[config.mk]
export PLATFORM = sky130hd
export DESIGN_NAME = byte_pack_buf
export DESIGN_NICKNAME = d
export VERILOG_FILES = /design/src/rtl/byte_pack_buf.sv
export SDC_FILE = /design/constraint.sdc
export NUM_CORES = 1
export LEC_CHECK = 0
export ABC_AREA = 1
export BUFFER_PORTS_ARGS = -buffer_cell sky130_fd_sc_hd__buf_4
export CAP_MARGIN = 0
export CORE_ASPECT_RATIO = 1.5
export CORE_MARGIN = 2
export CORE_UTILIZATION = 55
export DETAILED_ROUTE_END_ITERATION = 12
export HOLD_SLACK_MARGIN = 0.06
export PLACE_DENSITY = 0.87
export SYNTH_ARGS = -nofsm -noshare
export SYNTH_HDL_FRONTEND = slang
export SYNTH_SLANG_ARGS = --single-unit
[constraint.sdc]
create_clock -name clk -period 4.86 [get_ports clk]
set_clock_uncertainty 0.1 [all_clocks]
set_input_delay 0.972 -clock clk [delete_from_list [all_inputs] [get_ports clk]]
set_output_delay 0.972 -clock clk [all_outputs]
set_load 0.005 [all_outputs]
[src/rtl/byte_pack_buf.sv]
module byte_pack_buf #(
  parameter int LANES = 4,
  localparam int CW = $clog2(LANES + 1)
) (
  input  logic          clk,
  input  logic          rst_n,
  input  logic          swap_en,
  input  logic          master_rx,
  input  logic          wr16,
  input  logic          wr8,
  input  logic [15:0]   wr_data,
  input  logic          rd,
  output logic [15:0]   rd_data,
  input  logic          tx_pop,
  output logic [7:0]    tx_byte,
  output logic          tx_avail,
  input  logic          rx_push,
  input  logic [7:0]    rx_byte,
  output logic [CW-1:0] tx_cnt,
  output logic [CW-1:0] rx_cnt,
  output logic          wr_kick,
  output logic          rd_ack,
  output logic          rd_empty,
  output logic          rd_master_done,
  output logic          ovf
);
  localparam logic [CW-1:0] FULL  = CW'(LANES);
  localparam logic [CW-1:0] FULL2 = CW'(LANES - 2);

  logic [8*LANES-1:0] buf_q;
  logic               closed;

  wire bus_wr   = wr16 | wr8;
  wire bus_rd   = rd & ~bus_wr;
  wire seq_ok   = ~(bus_wr | rd);
  wire wr_drop  = wr16 ? (closed || tx_cnt > FULL2) : (closed || tx_cnt == FULL);
  wire wr_ok    = bus_wr & ~wr_drop;
  wire pop_ok   = tx_pop & seq_ok & (tx_cnt != '0);
  wire push_any = rx_push & seq_ok;
  wire push_ok  = push_any & (rx_cnt != FULL);

  wire [7:0] hi_in = swap_en ? wr_data[15:8] : wr_data[7:0];
  wire [7:0] lo_in = swap_en ? wr_data[7:0]  : wr_data[15:8];
  wire [7:0] rl0   = (rx_cnt != '0)        ? buf_q[7:0]  : 8'h00;
  wire [7:0] rl1   = (rx_cnt > CW'(1))     ? buf_q[15:8] : 8'h00;

  assign rd_data  = swap_en ? {rl0, rl1} : {rl1, rl0};
  assign tx_avail = (tx_cnt != '0);

  always_comb begin
    tx_byte = 8'h00;
    for (int i = 0; i < LANES; i++)
      if (tx_cnt == CW'(i + 1)) tx_byte = buf_q[8*i +: 8];
  end

  always_ff @(posedge clk) begin
    if (!rst_n) begin
      buf_q          <= '0;
      closed         <= 1'b0;
      tx_cnt         <= '0;
      rx_cnt         <= '0;
      wr_kick        <= 1'b0;
      rd_ack         <= 1'b0;
      rd_empty       <= 1'b0;
      rd_master_done <= 1'b0;
      ovf            <= 1'b0;
    end else begin
      wr_kick        <= wr_ok;
      rd_ack         <= bus_rd;
      rd_empty       <= bus_rd && rx_cnt == '0;
      rd_master_done <= bus_rd && master_rx;
      ovf            <= (bus_wr && wr_drop) || (push_any && !push_ok);
      if (wr_ok) begin
        if (wr16) begin
          buf_q  <= {buf_q[8*LANES-17:0], hi_in, lo_in};
          tx_cnt <= tx_cnt + CW'(2);
        end else begin
          buf_q  <= {buf_q[8*LANES-9:0], wr_data[7:0]};
          tx_cnt <= tx_cnt + CW'(1);
          closed <= 1'b1;
        end
      end else if (bus_rd) begin
        if (rx_cnt > CW'(1)) begin
          buf_q  <= buf_q >> 16;
          rx_cnt <= rx_cnt - CW'(2);
        end else if (rx_cnt == CW'(1)) begin
          buf_q  <= buf_q >> 8;
          rx_cnt <= '0;
        end
      end else if (pop_ok) begin
        tx_cnt <= tx_cnt - CW'(1);
        if (tx_cnt == CW'(1)) closed <= 1'b0;
      end else if (push_ok) begin
        for (int i = 0; i < LANES; i++)
          if (rx_cnt == CW'(i)) buf_q[8*i +: 8] <= rx_byte;
        rx_cnt <= rx_cnt + CW'(1);
      end
    end
  end

  AST_CNT_BOUND: assert property (@(posedge clk) disable iff (!rst_n)
    tx_cnt <= FULL && rx_cnt <= FULL);
  AST_POP_STEP: assert property (@(posedge clk) disable iff (!rst_n)
    pop_ok |=> tx_cnt == $past(tx_cnt) - CW'(1));
  AST_EMPTY_READ: assert property (@(posedge clk) disable iff (!rst_n)
    (bus_rd && rx_cnt == '0) |=> rd_empty && $stable(rx_cnt) && $stable(tx_cnt));
  AST_DROP_WRITE: assert property (@(posedge clk) disable iff (!rst_n)
    (wr16 && tx_cnt > FULL2) |=> ovf && !wr_kick && $stable(tx_cnt) && $stable(buf_q));
  AST_READ_TWO: assert property (@(posedge clk) disable iff (!rst_n)
    (bus_rd && rx_cnt > CW'(1)) |=> rx_cnt == $past(rx_cnt) - CW'(2));
  AST_PULSE_EXCL: assert property (@(posedge clk) disable iff (!rst_n)
    !(wr_kick && rd_ack));
endmodule

**Word-level counts from Yosys, hierarchy flattened**

Cells that the tools add are included.

- $add $sub $neg: 5
- Order comparisons: 2
- Equality and inequality tests: 14
- Muxes and demuxes: 35
- Bitwise logic cells: 12
- Reduce and logical (&&, ||, !) cells: 27

Operators with widths:

| operator | number |
|---|---|
| $mux 32 | 7 |
| $mux 8 | 12 |
| $mux 3 | 9 |
| $reduce_and 4->1 | 6 |
| $reduce_bool 3->1 | 8 |
| $mux 16 | 1 |
| $eq 3x2->1 const B | 4 |
| $add 3x1->3 const B | 2 |
| $and 1x1->1 | 6 |
| $eq 3x1->1 const B | 2 |
| $mux 1 | 6 |
| $ne 3x3->1 const B | 2 |
| $reduce_bool 2->1 | 3 |
| $logic_and 1x1->1 | 4 |
| $ne 2x2->1 const B | 2 |
| $ne 4x1->1 const B | 1 |
| $not 1->1 | 4 |
| $add 3x2->3 const B | 1 |
| $eq 3x3->1 const B | 1 |
| $gt 3x1->1 const B | 1 |
| $gt 3x2->1 const B | 1 |
| $logic_not 3->1 | 1 |
| $logic_or 1x1->1 | 3 |
| $ne 3x1->1 const B | 1 |
| other kinds (6) | 7 |

- Register bits after elaboration: 44
- Bits of input ports: 33
- Output and inout bits: 36
- Word-level logic and storage cells: 107

**Depth between registers and ports, before layout**

- Depth in word-level cells: 9
- Mapped depth: 12
- Depth with buffers taken out: 11

**Worst setup path before layout**

No wires, ideal clock.

- Path kind: input-to-output
- Start point: input port swap_en
- End point: output port rd_data[0]
- Arrival time: 1.610 ns
- Slack: 2.178 ns
- Stages: 4
- Path through: clkbuf_1 clkbuf_1 nand2_1 o21ai_0

- Longest elaborated chain between the ends: 1

Ends and longest elaborated chain:

| item | RTL line | source |
|---|---|---|
| start, declared | 7 | `input logic swap_en,` |
| $mux 16 | 47 | `assign rd_data = swap_en ? {rl0, rl1} : {rl1, rl0};` |
| end, declared | 13 | `output logic [15:0] rd_data,` |

No other way between the ends.

**Worst setup path after layout**

- Start point: register tx_cnt[1]
- End point: output port tx_byte[2]

- Longest elaborated chain between the ends: 5
- Elaborated cells between the ends (all ways): 8

Ends and longest elaborated chain:

| item | RTL line | source |
|---|---|---|
| start, declared | 19 | `output logic [CW-1:0] tx_cnt,` |
| start signal, assigned | 76 | `tx_cnt <= tx_cnt + CW'(2);` |
| start signal, assigned | 79 | `tx_cnt <= tx_cnt + CW'(1);` |
| start signal, assigned | 91 | `tx_cnt <= tx_cnt - CW'(1);` |
| $eq 3x1->1 | 53 | `if (tx_cnt == CW'(i + 1)) tx_byte = buf_q[8*i +: 8];` |
| $mux 8 (3 in series) | 53 |  |
| $mux 8 * | 53 |  |
| end, declared | 15 | `output logic [7:0] tx_byte,` |

Every way passes the cells marked *; elsewhere a longest branch is shown, timed or not.

==> flow_summary_export.csv <==
group,metric,value,unit
run_status,status,"complete, no violations",
drt,wire_per_inst,13.1,um
critical_path,r2r_setup_slack,1.86,ns
clocking,cts.path.max_buffers,2,
global_routing,grtUsageMet2,49.6,%
clocking,cts_root_buf,"clkbuf_8",
sta,fin_crit,3.27,ns
global_routing,antenna_found_initial,0,
sta,worstMarginPinSlew,0.735,ns
critical_path,critPathCaptureType,"output port",
drt,ant_nets,0,
place,numPlacedInstances,797,
die,start_util,55.9,%
die,row_count,37,
place,dpl.hpwl,7.78,mm
clocking,cts_htree_levels,2,
die,die_x,71.9,um
sta,max_freq,306,MHz
drt,vias,4357,
sta,setup_ws,1.59,ns
logic_synthesis,yosysWarnings,0,
finish,drive_gt1_share,13.9,%
logic_synthesis,avgSynthCellArea,5.58,um2
critical_path,ff2ff_path_depth,11,
global_routing,groute.usage.overall,29.2,%
clocking,cts_resized,0,
place,pre_cts_ws,1.44,ns
global_routing,grt_max_degree,45,
finish,syn_to_final_growth,14.0,%
sta,maxSlewViolCount,0,
logic_synthesis,async_reset_ff_share,0,%
clocking,cts_tree,"built",
drt,viasPerCell,5.41,
min_path,min_to,"closed$_SDFFE_PN0P_",
drt,first_iter_violations,273,
sta,timing.final.crit_share,67.2,%
critical_path,crit_type,"flop to output port",
place,port_buffers,68,
drt,drc,0,
place,placed_area,0.00423,mm2
global_routing,grt_pass1_wl,18.1,mm
min_path,min-delay-start,"closed$_SDFFE_PN0P_",
logic_synthesis,ys_ff_latch,44,
drt,first_pass_iters,6,
run,maxCapViolations,0,
critical_path,arrival,2.19,ns
logic_synthesis,syn_inst,682,
finish,n_antenna_cell,0,
critical_path,required,3.79,ns
power_and_ir_drop,powerDensity,453,mW/mm2
die,dieArea,0.00762,mm2
logic_synthesis,synth_mux_area_share,0,%
logic_synthesis,seq_area_frac_synth,23.1,%
sta,rsz0062_at_grt,"no",
logic_synthesis,synth_top_flop_cell,"dfxtp_1",
die,io_pins,69,
critical_path,r2r_end,"buf_q[13]$_SDFFE_PN0P_",
logic_synthesis,synth_top_family_by_area,"simple AND/OR/NAND/NOR gates",
clocking,clk_pin_slew,0.09,ns
sta,fin_tns_setup,0,ns
clocking,insertion_delay,0.31,ns
sta,hold_viol_final,0,
place,gp_congestion,0.942,
critical_path,cp_max_fo,9,
global_routing,grt_overflow,0,
power_and_ir_drop,p_leak,2.16,nW
die,die_y,106,um
logic_synthesis,synth_edf_count,0,
sta,slew_headroom,50.9,%
logic_synthesis,syn_area,0.00381,mm2
global_routing,grt_util_met1,36.8,%
logic_synthesis,synth-simple-area-share,48.3,%
finish,finalNonFillerCells,805,
global_routing,top_usage_layer,"met2",
critical_path,reg2reg_from,"tx_cnt[0]$_SDFFE_PN0P_",
logic_synthesis,yosys.area_share.xor_xnor,0.230,%
clocking,post-cts-setup-buffers,0,
clocking,clock_sinks,44,
drt,drt_wl_total,10.6,mm
logic_synthesis,synth_compound_area_share,13.5,%
die,core-area,0.00681,mm2
global_routing,grt_use_met3,3.98,%
finish,design_area,0.00434,mm2
finish,nFillCells,677,
logic_synthesis,syn_nets,727,
logic_synthesis,synthAdderAreaFrac,3.94,%
logic_synthesis,ys_types,27,
clocking,numCtsBuffers,5,
power_and_ir_drop,vdd_drop_max,217,uV
finish,nNetsFinal,771,
sta,setup_viol,0,
critical_path,start_kind,"flop",
global_routing,grt_pass1_vias,3985,
min_path,worstHoldPathType,"flop to flop",
min_path,whs_path_depth,2,
clocking,cts_hold_buf,0,
==> critical path, cell delays in order (launching register included) <==
cell and delay (ns):
dfxtp_1 0.36, inv_1 0.14, ha_1 0.17, inv_1 0.04
nor2_1 0.51, nand3_1 0.15, nand3b_1 0.14, nand3_1 0.07
o21ai_0 0.13, buf_4 0.16
==> layer usage <==
layer	up-vias	part of all wire (%)
met3	26	7.4
met5	-	0
met2	194	48
met4	0	2.6
met1	1925	42
li1	2212	-
==> cell type report <==
cell class | count | area, um2 | area share, %
tap | 78 | 97.6 | 2.25
clock buffer | 6 | 72.6 | 1.67
timing repair buffer | 68 | 510 | 11.8
inverter | 61 | 229 | 5.28
clock inverter | 2 | 35.0 | 0.807
sequential | 44 | 881 | 20.3
multi-input combinational | 546 | 2510 | 57.9
==> per-stage QoR <==
step	hold slack, ns	utilization (%)	power [mW]
2_1_floorplan	0.351	-	1.41
3_3_place_gp	0.361	62.2	1.62
3_5_place_dp	0.378	62.2	1.66
4_1_cts	0.391	63.8	1.95
5_1_grt	0.441	63.8	2.15
6_report	0.391	63.8	1.97
==> worst max path at each step <==
stage | depth (start not counted) | slack [ns] | start | to
global route | 9 | 1.33 | tx_cnt[1]$_SDFFE_PN0P_ | tx_byte[3]
floorplan | 4 | 2.18 | swap_en | rd_data[0]
global placement | 10 | 1.58 | wr16 | buf_q[10]$_SDFFE_PN0P_
detailed placement | 10 | 1.44 | wr16 | buf_q[9]$_SDFFE_PN0P_
CTS | 9 | 1.63 | tx_cnt[1]$_SDFFE_PN0P_ | tx_byte[2]
finish | 9 | 1.59 | tx_cnt[1]$_SDFFE_PN0P_ | tx_byte[2]
==> report_power, final <==
part           switching [mW]  internal, mW
logic                   0.701         0.367
registers               0.121         0.482
clock network           0.141         0.153
==> flip-flops by register name, indices dropped and copies added, names as in the netlist <==
register / flops
rd_master_done: 1
closed: 1
wr_kick: 1
rd_ack: 1
ovf: 1
rd_empty: 1
rx_cnt: 3
buf_q: 32
tx_cnt: 3
==> cell usage after synthesis, types with 4 or more instances <==
library cell    n  area [um2]
o21ai_0        89         445
buf_4           7        52.6
nor2_2          4        25.0
dfxtp_1        44         881
buf_6           5        56.3
nand3_4         4        70.1
inv_2           7        26.3
nor2_1         78         293
ha_1           12         150
a21oi_1         6        30.0
nand3b_1        8        60.1
inv_1          54         203
nand2_1       287        1080
nand3_1        38         190
clkbuf_1       16        60.1
==> cells in the final DEF, fill, tap and decap left out, drive strengths merged, types with 2 or more instances in the layout <==
| cell type | count |
|---|---|
| a21oi | 6 |
| a31oi | 2 |
| buf | 68 |
| clkbuf | 6 |
| dfxtp | 44 |
| ha | 12 |
| inv | 61 |
| nand2 | 293 |
| nand3 | 42 |
| nand3b | 8 |
| nand4 | 3 |
| nor2 | 85 |
| o21ai | 92 |
==> kinds of logic after synthesis <==
logic type,count (synthesis)
compound gates,100
simple gates,433
buf+inv,92
xor+xnor,1
flops,44
fa+ha+maj,12
Power figures use the tool's default switching activity.
